## src/rtl/scan_pkg.sv

```systemverilog
package scan_pkg;

  typedef enum logic [1:0] {
    FMT_RGB888 = 2'd0,
    FMT_RGB565 = 2'd1,
    FMT_RGB555 = 2'd2,
    FMT_SPARE  = 2'd3
  } pix_fmt_e;

  // Widen a 4-bit grey level by bit replication into the selected layout.
  function automatic logic [23:0] grey_to_rgb(input logic [3:0] g, input pix_fmt_e f);
    logic [4:0]  c5;
    logic [5:0]  c6;
    logic [7:0]  c8;
    logic [23:0] w;
    c5 = {g, g[3]};
    c6 = {g, g[3:2]};
    c8 = {g, g};
    case (f)
      FMT_RGB565: w = {8'h00, c5, c6, c5};
      FMT_RGB555: w = {9'h000, c5, c5, c5};
      default:    w = {c8, c8, c8};
    endcase
    return w;
  endfunction

endpackage

```

## src/rtl/scan_fetch.sv

```systemverilog
module scan_fetch #(
  parameter int ROWS = 64,
  parameter int BPR  = 64,
  parameter int MAG  = 4,
  parameter int AW   = $clog2(ROWS * BPR)
) (
  input  logic          clk,
  input  logic          rst,
  input  logic          start_i,
  input  logic          busy_i,
  input  logic          take_i,
  output logic          rd_en_o,
  output logic [AW-1:0] rd_addr_o,
  input  logic [7:0]    rd_data_i,
  output logic [7:0]    nxt_byte_o,
  output logic          nxt_ok_o
);
  localparam int XW = (BPR  > 1) ? $clog2(BPR)  : 1;
  localparam int YW = (ROWS > 1) ? $clog2(ROWS) : 1;
  localparam int MW = (MAG  > 1) ? $clog2(MAG)  : 1;
  localparam logic [XW-1:0] XLAST = XW'(BPR - 1);
  localparam logic [YW-1:0] YLAST = YW'(ROWS - 1);
  localparam logic [MW-1:0] LLAST = MW'(MAG - 1);

  logic [XW-1:0] f_x;
  logic [MW-1:0] f_l;
  logic [YW-1:0] f_y;
  logic          f_done;
  logic          pend;

  assign rd_en_o   = busy_i && !f_done && !pend && !nxt_ok_o;
  assign rd_addr_o = AW'(f_y) * AW'(BPR) + AW'(f_x);

  always_ff @(posedge clk) begin
    if (rst || start_i) begin
      f_x        <= '0;
      f_l        <= '0;
      f_y        <= '0;
      f_done     <= 1'b0;
      pend       <= 1'b0;
      nxt_ok_o   <= 1'b0;
      nxt_byte_o <= '0;
    end else begin
      pend <= rd_en_o;
      if (pend) begin
        nxt_byte_o <= rd_data_i;
        nxt_ok_o   <= 1'b1;
      end else if (take_i) begin
        nxt_ok_o <= 1'b0;
      end
      if (rd_en_o) begin
        if (f_x == XLAST) begin
          f_x <= '0;
          if (f_l == LLAST) begin
            f_l <= '0;
            if (f_y == YLAST) f_done <= 1'b1;
            else              f_y    <= f_y + 1'b1;
          end else begin
            f_l <= f_l + 1'b1;
          end
        end else begin
          f_x <= f_x + 1'b1;
        end
      end
    end
  end
endmodule

```

## src/rtl/scan_emit.sv

```systemverilog
module scan_emit #(
  parameter int ROWS = 64,
  parameter int BPR  = 64,
  parameter int MAG  = 4
) (
  input  logic       clk,
  input  logic       rst,
  input  logic       start_i,
  input  logic       step_i,
  input  logic [7:0] nxt_byte_i,
  input  logic       nxt_ok_i,
  output logic       take_o,
  output logic       have_o,
  output logic [3:0] nyb_o,
  output logic       eol_o,
  output logic       eof_o
);
  localparam int XW = (BPR  > 1) ? $clog2(BPR)  : 1;
  localparam int YW = (ROWS > 1) ? $clog2(ROWS) : 1;
  localparam int MW = (MAG  > 1) ? $clog2(MAG)  : 1;
  localparam logic [XW-1:0] XLAST = XW'(BPR - 1);
  localparam logic [YW-1:0] YLAST = YW'(ROWS - 1);
  localparam logic [MW-1:0] MLAST = MW'(MAG - 1);

  logic [7:0]    cur_byte;
  logic [MW-1:0] e_r;
  logic          e_h;
  logic [XW-1:0] e_x;
  logic [MW-1:0] e_l;
  logic [YW-1:0] e_y;
  logic          byte_end;

  assign byte_end = e_h && (e_r == MLAST);
  assign take_o   = nxt_ok_i && (!have_o || (step_i && byte_end));
  assign nyb_o    = e_h ? cur_byte[3:0] : cur_byte[7:4];
  assign eol_o    = byte_end && (e_x == XLAST);
  assign eof_o    = eol_o && (e_l == MLAST) && (e_y == YLAST);

  always_ff @(posedge clk) begin
    if (rst || start_i) begin
      have_o   <= 1'b0;
      cur_byte <= '0;
      e_r      <= '0;
      e_h      <= 1'b0;
      e_x      <= '0;
      e_l      <= '0;
      e_y      <= '0;
    end else begin
      if (take_o) begin
        cur_byte <= nxt_byte_i;
        have_o   <= 1'b1;
      end else if (step_i && byte_end) begin
        have_o <= 1'b0;
      end
      if (step_i) begin
        if (e_r != MLAST) begin
          e_r <= e_r + 1'b1;
        end else begin
          e_r <= '0;
          e_h <= !e_h;
          if (e_h) begin
            if (e_x != XLAST) begin
              e_x <= e_x + 1'b1;
            end else begin
              e_x <= '0;
              if (e_l != MLAST) begin
                e_l <= e_l + 1'b1;
              end else begin
                e_l <= '0;
                e_y <= (e_y == YLAST) ? '0 : e_y + 1'b1;
              end
            end
          end
        end
      end
    end
  end
endmodule

```

## src/rtl/scan_pix_out.sv

```systemverilog
module scan_pix_out
  import scan_pkg::*;
(
  input  logic        clk,
  input  logic        rst,
  input  logic        step_i,
  input  logic [3:0]  nyb_i,
  input  logic        eol_i,
  input  logic        eof_i,
  input  pix_fmt_e    fmt_i,
  input  logic        ready_i,
  output logic        can_o,
  output logic        valid_o,
  output logic [23:0] data_o,
  output logic        eol_o,
  output logic        eof_o
);
  assign can_o = !valid_o || ready_i;

  always_ff @(posedge clk) begin
    if (rst) begin
      valid_o <= 1'b0;
      data_o  <= '0;
      eol_o   <= 1'b0;
      eof_o   <= 1'b0;
    end else if (step_i) begin
      valid_o <= 1'b1;
      data_o  <= grey_to_rgb(nyb_i, fmt_i);
      eol_o   <= eol_i;
      eof_o   <= eof_i;
    end else if (ready_i) begin
      valid_o <= 1'b0;
    end
  end
endmodule

```

## src/rtl/grey_scan_expander.sv

```systemverilog
module grey_scan_expander
  import scan_pkg::*;
#(
  parameter int ROWS = 64,
  parameter int BPR  = 64,
  parameter int MAG  = 4,
  parameter int AW   = $clog2(ROWS * BPR)
) (
  input  logic          clk,
  input  logic          rst,
  input  logic          invalidate,
  input  logic [1:0]    fmt_sel,
  output logic          fb_rd_en,
  output logic [AW-1:0] fb_rd_addr,
  input  logic [7:0]    fb_rd_data,
  input  logic          px_ready,
  output logic          px_valid,
  output logic [23:0]   px_data,
  output logic          px_eol,
  output logic          px_eof
);
  logic       busy, stale, again, start, done;
  logic       take, nxt_ok, have, can, step, n_eol, n_eof;
  logic [7:0] nxt_byte;
  logic [3:0] nyb;

  assign start = !busy && stale && !px_valid;
  assign done  = px_valid && px_ready && px_eof;
  assign step  = have && can;

  always_ff @(posedge clk) begin
    if (rst) begin
      busy  <= 1'b0;
      stale <= 1'b0;
      again <= 1'b0;
    end else begin
      if (start) busy <= 1'b1;
      else if (done) busy <= 1'b0;

      if (start) again <= 1'b0;
      else if (invalidate && busy) again <= 1'b1;

      // A fresh invalidate beats the end-of-frame clear.
      if (done) stale <= again || invalidate;
      else if (invalidate) stale <= 1'b1;
    end
  end

  scan_fetch #(.ROWS(ROWS), .BPR(BPR), .MAG(MAG), .AW(AW)) u_fetch (
    .clk(clk), .rst(rst), .start_i(start), .busy_i(busy), .take_i(take),
    .rd_en_o(fb_rd_en), .rd_addr_o(fb_rd_addr), .rd_data_i(fb_rd_data),
    .nxt_byte_o(nxt_byte), .nxt_ok_o(nxt_ok)
  );

  scan_emit #(.ROWS(ROWS), .BPR(BPR), .MAG(MAG)) u_emit (
    .clk(clk), .rst(rst), .start_i(start), .step_i(step),
    .nxt_byte_i(nxt_byte), .nxt_ok_i(nxt_ok), .take_o(take), .have_o(have),
    .nyb_o(nyb), .eol_o(n_eol), .eof_o(n_eof)
  );

  scan_pix_out u_out (
    .clk(clk), .rst(rst), .step_i(step), .nyb_i(nyb), .eol_i(n_eol), .eof_i(n_eof),
    .fmt_i(pix_fmt_e'(fmt_sel)), .ready_i(px_ready), .can_o(can),
    .valid_o(px_valid), .data_o(px_data), .eol_o(px_eol), .eof_o(px_eof)
  );
endmodule

```

## config.mk

```make
export PLATFORM = sky130hd
export DESIGN_NAME = grey_scan_expander
export DESIGN_NICKNAME = d
export VERILOG_FILES = /design/src/rtl/scan_pkg.sv /design/src/rtl/scan_fetch.sv /design/src/rtl/scan_emit.sv /design/src/rtl/scan_pix_out.sv /design/src/rtl/grey_scan_expander.sv
export SDC_FILE = /design/constraint.sdc
export NUM_CORES = 1
export LEC_CHECK = 0
export ABC_AREA = 1
export BUFFER_PORTS_ARGS = -buffer_cell sky130_fd_sc_hd__clkbuf_2
export CAP_MARGIN = 20
export CORE_MARGIN = 2
export CORE_UTILIZATION = 56
export DETAILED_ROUTE_END_ITERATION = 6
export PLACE_DENSITY = 0.81
export SLEW_MARGIN = 20
export SYNTH_ARGS = -nofsm -noshare
export SYNTH_HDL_FRONTEND = slang
export SYNTH_HIERARCHICAL = 1
export SYNTH_SLANG_ARGS = --single-unit
```

## constraint.sdc

```tcl
create_clock -name clk -period 2 [get_ports clk]
set_clock_uncertainty 0.05 [all_clocks]
set_input_delay 0.1 -clock clk [delete_from_list [all_inputs] [get_ports clk]]
set_output_delay 0.1 -clock clk [all_outputs]
set_load 0.01 [all_outputs]
```

After elaboration in Yosys (flattened, before gate mapping)
Index checks and enable logic that the tools add are counted.

Multiplexer cells: 18. Bitwise operators: 4. Add/subtract/negate cells: 8. Equality and inequality tests: 12. Reductions and logical operators: 39.

Operators by type and width (number): one-hot mux 24 bit (2 select lines) (1); adder 6 x 1 -> 6 bit (second input constant) (4); equality test 6 bit (second input constant) (4); 2-to-1 mux 6 bit (3); logical AND 1 bit (15); adder 12 x 6 -> 12 bit (1); AND reduction 4 bit (3); 2-to-1 mux 1 bit (10); nonzero test 2 bit (5); equality test 2 bit (second input constant) (4); zero test 1 bit (7); adder 2 x 1 -> 2 bit (second input constant) (3); 2-to-1 mux 2 bit (3); != test 6 bit (second input constant) (1); AND reduction 5 bit (1); logical OR 1 bit (4); 2-to-1 mux 4 bit (1); != test 2 bit (second input constant) (2); NOT 1 bit (4); AND reduction 2 bit (2); AND reduction 3 bit (1); equality test 2 x 1 -> 1 bit (second input constant) (1); OR reduction 2 bit (1).

Flip-flop bits (word level): 81.

Depth between registers and ports, before layout
Gate-level depths: netlist (run 1).

Depth after elaboration: 8. Depth in mapped cells: 13. Mapped depth without buffers: 13.

Modules after synthesis
Netlist (run 1), hierarchy kept.

Modules (own cells, without submodules): scan_emit (area an instance 1263.7 µm², times used 1, cells an instance 168); scan_fetch (area an instance 1167.4 µm², times used 1, cells an instance 151); scan_pix_out (area an instance 958.4 µm², times used 1, cells an instance 140); grey_scan_expander (area an instance 141.4 µm², times used 1, cells an instance 20).

Worst setup path after synthesis (run 1)
OpenSTA, ideal clock, no wires.

Path type: reg2reg. From: register u_out.valid_o. To: register u_emit.cur_byte[7]. Setup slack: 459 ps. Clock period less this slack: 1541 ps. Buffers on the path: 1. Arrival time: 1376 ps. Cell stages (with the launch flop): 12. Data required time: 1835 ps. Library setup time: 115 ps. Cell sequence: dfxtp_1 -> nand2_1 -> nand2_1 -> inv_1 -> nand2_1 -> inv_2 -> nand2_4 -> nand2_4 -> nand2_4 -> buf_6 -> o21ai_2 -> a21oi_2.

Cells in the longest elaborated chain, start to end: 6. Elaborated cells on any way between the ends: 8. Those cells by class: 8 x reduce/logical.

Ends and longest elaborated chain: start, declared (RTL line scan_pix_out.sv:13) `output logic valid_o,`; start signal, assigned (RTL line scan_pix_out.sv:22) `valid_o <= 1'b0;`; start signal, assigned (RTL line scan_pix_out.sv:27) `valid_o <= 1'b1;`; start signal, assigned (RTL line scan_pix_out.sv:32) `valid_o <= 1'b0;`; zero test 1 bit (RTL line scan_pix_out.sv:18) `assign can_o = !valid_o || ready_i;`; logical OR 1 bit (RTL line scan_pix_out.sv:18); net can (RTL line grey_scan_expander.sv:23) `logic take, nxt_ok, have, can, step, n_eol, n_eof;`; logical AND 1 bit (RTL line grey_scan_expander.sv:29) `assign step = have && can;`; net step (RTL line grey_scan_expander.sv:23); logical AND 1 bit (RTL line scan_emit.sv:34) `assign take_o = nxt_ok_i && (!have_o || (step_i && byte_end));`; logical OR 1 bit (RTL line scan_emit.sv:34); logical AND 1 bit (RTL line scan_emit.sv:34); end signal, assigned (RTL line scan_emit.sv:50) `cur_byte <= nxt_byte_i;`; end, declared (RTL line scan_emit.sv:25) `logic [7:0] cur_byte;`.

The timed path passes the listed nets, and every way through them passes these cells. A chain may end at the register's enable or synchronous reset.

Worst setup path in the final report (run 1)
From: register u_out.valid_o. To: register u_fetch.nxt_ok_o.

Cells in the longest elaborated chain, start to end: 7. Elaborated cells on any way between the ends: 9. Those cells by class: 9 x reduce/logical.

Ends and longest elaborated chain: zero test 1 bit (RTL line scan_pix_out.sv:18); logical OR 1 bit (RTL line scan_pix_out.sv:18); net can (RTL line grey_scan_expander.sv:23); logical AND 1 bit (RTL line grey_scan_expander.sv:29); net step (RTL line grey_scan_expander.sv:23); logical AND 1 bit (RTL line scan_emit.sv:34); logical OR 1 bit (RTL line scan_emit.sv:34); logical AND 1 bit (RTL line scan_emit.sv:34); net take (RTL line grey_scan_expander.sv:23); nonzero test 2 bit (no line); end signal, assigned (RTL line scan_fetch.sv:41) `nxt_ok_o <= 1'b0;`; end signal, assigned (RTL line scan_fetch.sv:47) `nxt_ok_o <= 1'b1;`; end signal, assigned (RTL line scan_fetch.sv:49) `nxt_ok_o <= 1'b0;`; end, declared (RTL line scan_fetch.sv:16) `output logic nxt_ok_o`.

The timed path passes the listed nets, and every way through them passes these cells.

==> flow_summary.ini, run 1 <==
[outcome]
outcome = finished clean

[sta]
setup_viol = 0
max-slew-margin-rel = 0.701
hold_viol_final = 0
fin_crit_sh = 0.865
fmax_mhz = 578
period_needed_ps = 1730
tns_ps = 0
holdWs_ps = 25.5
maxSlewViolCount = 0
worst_slew_pin_slew_ps = 444
rsz0062_at_grt = false

[critical_path]
cp.arrival_ps = 1910
cp_max_fo = 14
cp-startpoint = u_out/valid_o
r2r-start = u_out/valid_o
required_ps = 2180
worstSetupEndpointType = flip-flop
crit_type = flip-flop to flip-flop
startpoint_type = flip-flop

[power_and_ir_drop]
ir_drop_v = 0.000543
p_leak_nw = 1.81
p_int_w = 0.00219
switching_share = 0.238
p_comb_frac = 0.069
clkPwrFrac = 0.399
power_density_nw_per_um2 = 708
switchingPower_w = 0.000685
seqPwrFrac = 0.532

[clocking]
numCtsBuffers = 9
clock_sinks = 75
clkTransAtPathRegs_ps = 80
clock_latency_ps = 350
cts_hold_buf = 9
cts_tree = yes
cts_max_path_buffers = 2
ctsResizeCount = 0
cts_setup_buffers = 0
htree_levels = 3
cts_root_buffer = clkbuf_8

[min_path]
hold_path_class = primary input to flip-flop
worstHoldStart = px_ready

[detailed_routing]
postRouteAntennaNets = 0
avgViaCountPerCell = 5.05
drc = 0
drt-initial-drc-count = 149
dr.pass1.iters = 4
drt_wl_total_um = 7320
vias = 3127
avgRoutedWirePerCell_um = 11.8

[grt]
grt_pass1_vias = 2952
antenna_found_initial = 0
grt_max_degree = 24
grt_pass1_wl_um = 12600
grtUsageTotal = 0.221
grt-ovfl-total = 0

[synth]
synthTopCellsByCount = nand2_1 (133), dfxtp_1 (75), nor2_1 (51), inv_1 (48), a21oi_1 (45)
synth_area_um2 = 3530
synth_edf_count = 0
synth-seq-cells = 75
syn_inst = 479
synth_area_per_cell_um2 = 7.37
post-synth-top-area-cell = dfxtp_1
ys_types = 37
synth.most_common_cell = nand2_1
yosys_warnings = 6
yosys_most_used_dff = dfxtp_1
synth.net_count = 502
seq_area_frac_synth = 0.425
synth_top_area_share = 0.425
synthTopCellsByArea = dfxtp_1 (43%), nand2_1 (14%), a21oi_1 (6.4%)
synthArstFlopShare = 0

[place]
gp_congestion = 0.804
port_buffers = 53
dp_hpwl_um = 5350

[die]
chipWidth_um = 83.4
die_area_um2 = 6960
start_util = 0.589
design.core.area_um2 = 5990
row_count = 28
fp.dieH_um = 83.4
ios = 54

[final_layout]
layout.nets = 562
final_util = 0.679
num_antenna_cells = 0
drive_above_1_share = 0.199
syn2layout_area_growth_pct = 15.1

[run]
max_cap_viol_count = 0
## cells in the final DEF, fill, tap and decap left out, types with 2 or more instances in the layout
cell             n
xor2_1           4
inv_2            6
nand2_2          2
o21ai_1          9
nand2_1        133
nand2_4          3
nor3_1           7
o21ai_0         12
a21oi_2          5
buf_4            5
clkbuf_8        10
nor2_1          51
a21oi_1         45
o21ai_2          3
clkinv_2         3
nand3_2          2
clkbuf_2        53
inv_1           48
nor2_2           5
nor2_4           5
a211oi_1         2
nand3_1         19
ha_1             9
dfxtp_1         75
dlygate4sd3_1    9
nand4_1          5
## layout make-up
class                   instances  area [um2]
inverters                      56         218
multi-input cells             330        1670
repair buffers                 67         393
clock buffers                  11         141
clock inverters                 5        52.6
flip-flops and latches         75        1500
well taps                      75        93.8
fillers                       507        1930
## flip-flops by register name (all words and copies together) (netlist names), 2 cells and up
register / flops
u_fetch/f_x: 6
u_fetch/f_l: 2
u_emit/cur_byte: 8
u_fetch/nxt_byte_o: 8
u_fetch/f_y: 6
u_emit/e_y: 6
u_emit/e_x: 6
u_emit/e_l: 2
u_emit/e_r: 2
u_out/data_o: 18
## through the flow
stage	std cells	setup WS (ps)	area, um2	power, W
2_1_floorplan	479	459	3530	0.00170
5_1_grt	619	65.7	4070	0.00301
3_3_place_gp	594	362	3780	0.00175
6_report	619	269	4070	0.00288
3_5_place_dp	594	291	3780	0.00175
4_1_cts	619	274	4070	0.00291
## power groups by stage
stage / sequential [W] / clock [W] / combinational [W]
floorplan: 0.00157 / 0 / 0.000134
global placement: 0.00157 / 0 / 0.000182
detailed placement: 0.00157 / 0 / 0.000185
CTS: 0.00153 / 0.00118 / 0.000199
global route: 0.00153 / 0.00125 / 0.000222
finish: 0.00153 / 0.00115 / 0.000199
## logic make-up after synthesis
logic type                 Yosys count  synth area share
AOI/OAI and AO/OA                   78             0.122
adders and majority gates            9            0.0319
DFF                                 75             0.425
xor gates and xnor gates             5            0.0124
buffers and inverters               74             0.103
and+or+nand+nor                    238             0.305
## routing by layer
metal	routed length, um	share of wire	track usage
met1	3230	0.44	0.253
met2	3640	0.50	0.376
met3	372	0.051	0.0765
met4	80	0.011	0.0909
met5	0	0	0
## worst paths after layout
check,endpoint,slack [ps],cells after the start
worst max-delay path,u_fetch/nxt_ok_o,270,12
worst min-delay path,u_out/valid_o,30,4
worst max register to register,u_fetch/nxt_ok_o,270,12
worst min register to register,u_emit/cur_byte[5],410,2
## critical path: stages, from the launching register on
cell and delay (ps):
dfxtp_1 350, nand2_1 100, nand2_1 50, inv_1 280, nand2_1 120, inv_2 110, nand2_4 80, nand2_4 90
nand2_4 120, inv_2 120, inv_1 50, nand2_1 50, a21oi_1 60
No activity file was read; power rests on OpenSTA's default activity.
==> run 2: changes to the inputs <==
CORE_MARGIN = unset   (was 2)
HOLD_SLACK_MARGIN = 0.03   (was unset)
==> run 2 against run 1 <==
Global-route usage is 2.1 points higher. Fmax is essentially flat. Sequential power about the same. Final area rose by 1.6%. Clock power rose by 10%.
==> flow_summary.ini, run 2 (synthesis results as in run 1) <==
[critical_path]
path_cells = dlygate4sd3_1 > clkbuf_2 > inv_1 > nand2_1 > nand2_1 > clkinvlp_4 > nand2_1 > inv_2 > nand2_4 > nand2_4 > nand2_4 > inv_2 > nor2_1 > nor2_1
slowest_delay_ps = 550
crit_type = primary input to flip-flop
cp.arrival_ps = 1920
startpoint_type = primary input
crit_slowest_cell = dlygate4sd3_1
cp_max_fo = 14
ff2ff_setup_slack_ps = 320
worstSetupEndpointType = flip-flop
critPathTopFamily = buffers and inverters
cp_num_buf_inv = 6
required_ps = 2190

[sta]
period_needed_ps = 1730
fin_crit_sh = 0.865
finalWorstSetupSlack_ps = 270
hold_viol_final = 0
setup_viol = 0
worst_slew_pin_slew_ps = 492
rsz0062_at_grt = false
fmax_mhz = 578
max-slew-margin-rel = 0.668
tns_ps = 0
holdWs_ps = 336
maxSlewViolCount = 0

[place]
port_buffers = 53
gp_congestion = 0.766
placed_area_um2 = 3780
post-place-ws_ps = 305
dp_hpwl_um = 5170
dp.cells = 594

[power_and_ir_drop]
p_comb_frac = 0.069
power_density_nw_per_um2 = 729
p_leak_nw = 1.83
switchingPower_w = 0.000677
seqPwrFrac = 0.509
p_int_w = 0.00233
ir_drop_v = 0.000448
clkPwrFrac = 0.422
switching_share = 0.225

[final_layout]
num_antenna_cells = 0
top_register = u_out/data_o
drive_above_1_share = 0.201
syn2layout_area_growth_pct = 16.9
top_regs = u_out/data_o x18, u_emit/cur_byte x8, u_fetch/nxt_byte_o x8
stdcell_count = 623
layout_common_cells = nand2_1 (133), dfxtp_1 (75), clkbuf_2 (53)
design_area_um2 = 4130
largest_register_ff_count = 18
layout_commonest_cell = nand2_1
layout.nets = 566

[run]
max_cap_viol_count = 0

[die]
fp.dieH_um = 81.4
row_count = 28
ios = 54
die_area_um2 = 6630
start_util = 0.589
chipWidth_um = 81.4
design.core.area_um2 = 5990

[clocking]
clock_latency_ps = 350
clock_sinks = 75
htree_levels = 3
clkTransAtPathRegs_ps = 70
cts_max_path_buffers = 2
numCtsBuffers = 9
cts_tree = yes
cts_root_buffer = clkbuf_8

[grt]
grt_pass1_wl_um = 12200
grt_max_degree = 24
grtUsageTotal = 0.242
grt_pass1_vias = 2844
grt-ovfl-total = 0
antenna_found_initial = 0

[detailed_routing]
drt_wl_total_um = 7340
dr.pass1.iters = 6
avgRoutedWirePerCell_um = 11.8
postRouteAntennaNets = 0
drt-initial-drc-count = 148
drc = 0
vias = 3136
avgViaCountPerCell = 5.03

[min_path]
hold_path_class = primary input to flip-flop

[outcome]
outcome = finished clean
[run 2: changes by cell type in the layout (fill, tap and decap cells not counted), sizes merged]
cell | before | now
buf | 5 | 7
bufinv | 1 | 2
clkbuf | 64 | 65
clkinv | 4 | 3
dlygate4sd3 | 9 | 11
inv | 55 | 54
[run 2: cell type report]
cell class / instances / area, um2
Fill cell: 499 / 1860
Multi-Input combinational cell: 330 / 1670
Sequential cell: 75 / 1500
Timing Repair Buffer: 71 / 428
Inverter: 56 / 221
Clock buffer: 12 / 145
Tap cell: 75 / 93.8
Clock inverter: 4 / 73.8
[run 2: worst min-delay path: cells and delay by family]
kind	cells	cell delay (ps)
adder cells (fa/ha/maj)	1	260
AND/OR/NAND/NOR	2	180
buffers and inverters	1	100
AO/OA/AOI/OAI	1	50
[run 2: power by group through the flow]
stage	logic (W)	registers, W	clock network [W]
after detailed placement	0.000186	0.00157	0
after floorplan	0.000134	0.00157	0
after global routing	0.000233	0.00153	0.00136
final	0.000208	0.00153	0.00127
after CTS	0.000205	0.00153	0.00130
after global placement	0.000182	0.00157	0
[run 2: per-layer routing]
| layer | up-vias | GRT usage | routed length, um | part of all wire |
|---|---|---|---|---|
| met5 | - | 0 | 0 | 0 |
| met4 | 0 | 0.0643 | 82 | 0.011 |
| met3 | 9 | 0.0753 | 314 | 0.043 |
| met2 | 81 | 0.444 | 3820 | 0.52 |
| met1 | 1408 | 0.266 | 3120 | 0.43 |
| li1 | 1638 | - | - | - |
[run 2: worst paths after layout]
path	start	endpoint	cells past startpoint
worst max-delay path	px_ready	u_emit/cur_byte[2]	14
worst min-delay path	fmt_sel[1]	u_out/data_o[3]	5
worst max register to register	u_out/valid_o	u_emit/cur_byte[2]	11
worst min register to register	u_emit/cur_byte[4]	u_emit/cur_byte[4]	2
[run 2: what timing repair did]
action	in CTS	in global routing
setup endpoints to repair	0	1
hold endpoints to repair	12	0
resized for setup	0	1
hold buffers	11	0
buffers inserted	0	2
[run 2: per-stage QoR]
| step | total power (W) | utilization |
|---|---|---|
| 6_report | 0.00301 | 0.689 |
| 5_1_grt | 0.00313 | 0.689 |
| 3_5_place_dp | 0.00175 | 0.631 |
| 3_3_place_gp | 0.00175 | 0.631 |
| 2_1_floorplan | 0.00170 | - |
| 4_1_cts | 0.00304 | 0.686 |
==> run 3: changes to the inputs <==
RECOVER_POWER = 50   (was unset)
==> run 3 against run 2 <==
Flip-flop and latch count did not move. Final cell count did not move. Sequential power barely moved. Final area fell by 1.8%. Combinational power fell by 2%. Setup slack improved by 2.5 ps. Largest cell class unchanged.
==> flow_summary.ini, run 3 (synthesis results as in run 1) <==
[power_and_ir_drop]
switchingPower_w = 0.000675
p_comb_frac = 0.068
p_leak_nw = 1.69
p_int_w = 0.00233
clkPwrFrac = 0.422
power_density_nw_per_um2 = 741
ir_drop_v = 0.000477
seqPwrFrac = 0.510
switching_share = 0.225

[sta]
rsz0062_at_grt = false
setup_viol = 0
fmax_mhz = 579
max-slew-margin-rel = 0.471
period_needed_ps = 1730
maxSlewViolCount = 0
tns_ps = 0
hold_viol_final = 0
fin_crit_sh = 0.864
worst_slew_pin_slew_ps = 794

[final_layout]
top_register = u_out/data_o
layout.nets = 566
drive_above_1_share = 0.117
num_antenna_cells = 0
largest_register_ff_count = 18
top_regs = u_out/data_o x18, u_emit/cur_byte x8, u_fetch/nxt_byte_o x8
layout_common_cells = nand2_1 (133), dfxtp_1 (75), nor2_1 (54)
design_area_um2 = 4060
fill_cells = 522
syn2layout_area_growth_pct = 14.8
layout_commonest_cell = nand2_1

[min_path]
worstHoldStart = fmt_sel[1]
whs_path_depth = 5
hold_end = u_out/data_o[3]
hold_path_class = primary input to flip-flop

[die]
die_area_um2 = 6630
start_util = 0.589
design.core.area_um2 = 5990
chipWidth_um = 81.4
ios = 54
fp.dieH_um = 81.4
row_count = 28

[critical_path]
crit_type = primary input to flip-flop
r2r_end = u_fetch/f_x[2]
ff2ff_setup_slack_ps = 310
worstSetupEndpointType = flip-flop
cp_max_fo = 14
cp_num_buf_inv = 6
cp.arrival_ps = 1920
reg2regPathDepth = 6
crit_slowest_cell = dlygate4sd3_1
slowest_delay_ps = 550
r2r-start = u_out/valid_o
critPathTopFamily = buffers and inverters
required_ps = 2190
path_cells = dlygate4sd3_1 > clkbuf_2 > inv_1 > nand2_1 > nand2_1 > clkinvlp_4 > nand2_1 > inv_2 > nand2_4 > nand2_4 > nand2_4 > inv_2 > nor2_1 > nor2_1
startpoint_type = primary input

[outcome]
outcome = finished clean

[grt]
grt_max_degree = 24
antenna_found_initial = 0
grtUsageTotal = 0.242
grt_pass1_wl_um = 12200
grt-ovfl-total = 0
grt_pass1_vias = 2844

[clocking]
cts_tree = yes
clock_latency_ps = 350
numCtsBuffers = 9
htree_levels = 3
clock_sinks = 75
cts_max_path_buffers = 2
cts_root_buffer = clkbuf_8
clkTransAtPathRegs_ps = 70

[place]
port_buffers = 53
placed_area_um2 = 3780
dp_hpwl_um = 5170
gp_congestion = 0.766

[detailed_routing]
postRouteAntennaNets = 0
dr.pass1.iters = 5
drc = 0
vias = 3147
avgViaCountPerCell = 5.05
drt_wl_total_um = 7370
drt-initial-drc-count = 176
avgRoutedWirePerCell_um = 11.8

[run]
max_cap_viol_count = 0
[run 3: cell count changes in the layout (fill, tap and decap cells not counted), sizes merged]
cell / change
clkbuf: +1
buf: -1
[run 3: layout make-up]
class                   count  area, um2  share of cell area
well taps                  75       93.8              0.0231
multi-input cells         330       1640               0.405
clock buffers              12        145              0.0358
flip-flops and latches     75       1500               0.370
clock inverters             4       73.8              0.0182
repair buffers             71        375              0.0926
inverters                  56        221              0.0546
[run 3: how the worst max path moves through the flow]
stage                   from            endpoint  cells past startpoint
2_1_floorplan  u_out/valid_o  u_emit/cur_byte[7]                     11
3_3_place_gp   u_out/valid_o    u_fetch/nxt_ok_o                     12
3_5_place_dp   u_out/valid_o    u_fetch/nxt_ok_o                     12
4_1_cts             px_ready    u_fetch/nxt_ok_o                     15
5_1_grt        u_out/valid_o    u_fetch/nxt_ok_o                     12
6_report            px_ready  u_emit/cur_byte[2]                     14
[run 3: repair_timing]
item                                    4_1_cts  5_1_grt
resized for setup                             0        1
setup buffers                                 0        2
endpoints found under the setup margin        0        1
hold buffers                                 11        0
hold endpoints to repair                     12        0
[run 3: worst register-to-register path, delay by kind of cell (launching register included)]
kind,cells,cell delay [ps]
buffers and inverters,2,420
and+or+nand+nor,3,410
DFF,1,390
AOI/OAI and AO/OA,1,330
[run 3: routing by layer]
| metal | track usage | routed length [um] |
|---|---|---|
| met1 | 0.266 | 3190 |
| met2 | 0.444 | 3790 |
| met3 | 0.0753 | 301 |
| met4 | 0.0643 | 95 |
| met5 | 0 | 0 |
[run 3: power groups by stage]
| stage | Combinational (W) | Clock (W) | Sequential (W) |
|---|---|---|---|
| after CTS | 0.000205 | 0.00130 | 0.00153 |
| after global placement | 0.000182 | 0 | 0.00157 |
| after global routing | 0.000228 | 0.00136 | 0.00153 |
| after detailed placement | 0.000186 | 0 | 0.00157 |
| final | 0.000203 | 0.00127 | 0.00153 |
| after floorplan | 0.000134 | 0 | 0.00157 |
[run 3: per-stage QoR]
| step | setup WS (ps) | utilization | std cells | hold slack [ps] | power, W |
|---|---|---|---|---|---|
| floorplan | 459 | - | 479 | 117 | 0.00170 |
| global placement | 374 | 0.631 | 594 | 293 | 0.00175 |
| detailed placement | 305 | 0.631 | 594 | 290 | 0.00175 |
| CTS | 194 | 0.686 | 621 | 315 | 0.00304 |
| global route | 115 | 0.677 | 623 | 354 | 0.00312 |
| finish | 273 | 0.677 | 623 | 337 | 0.00300 |
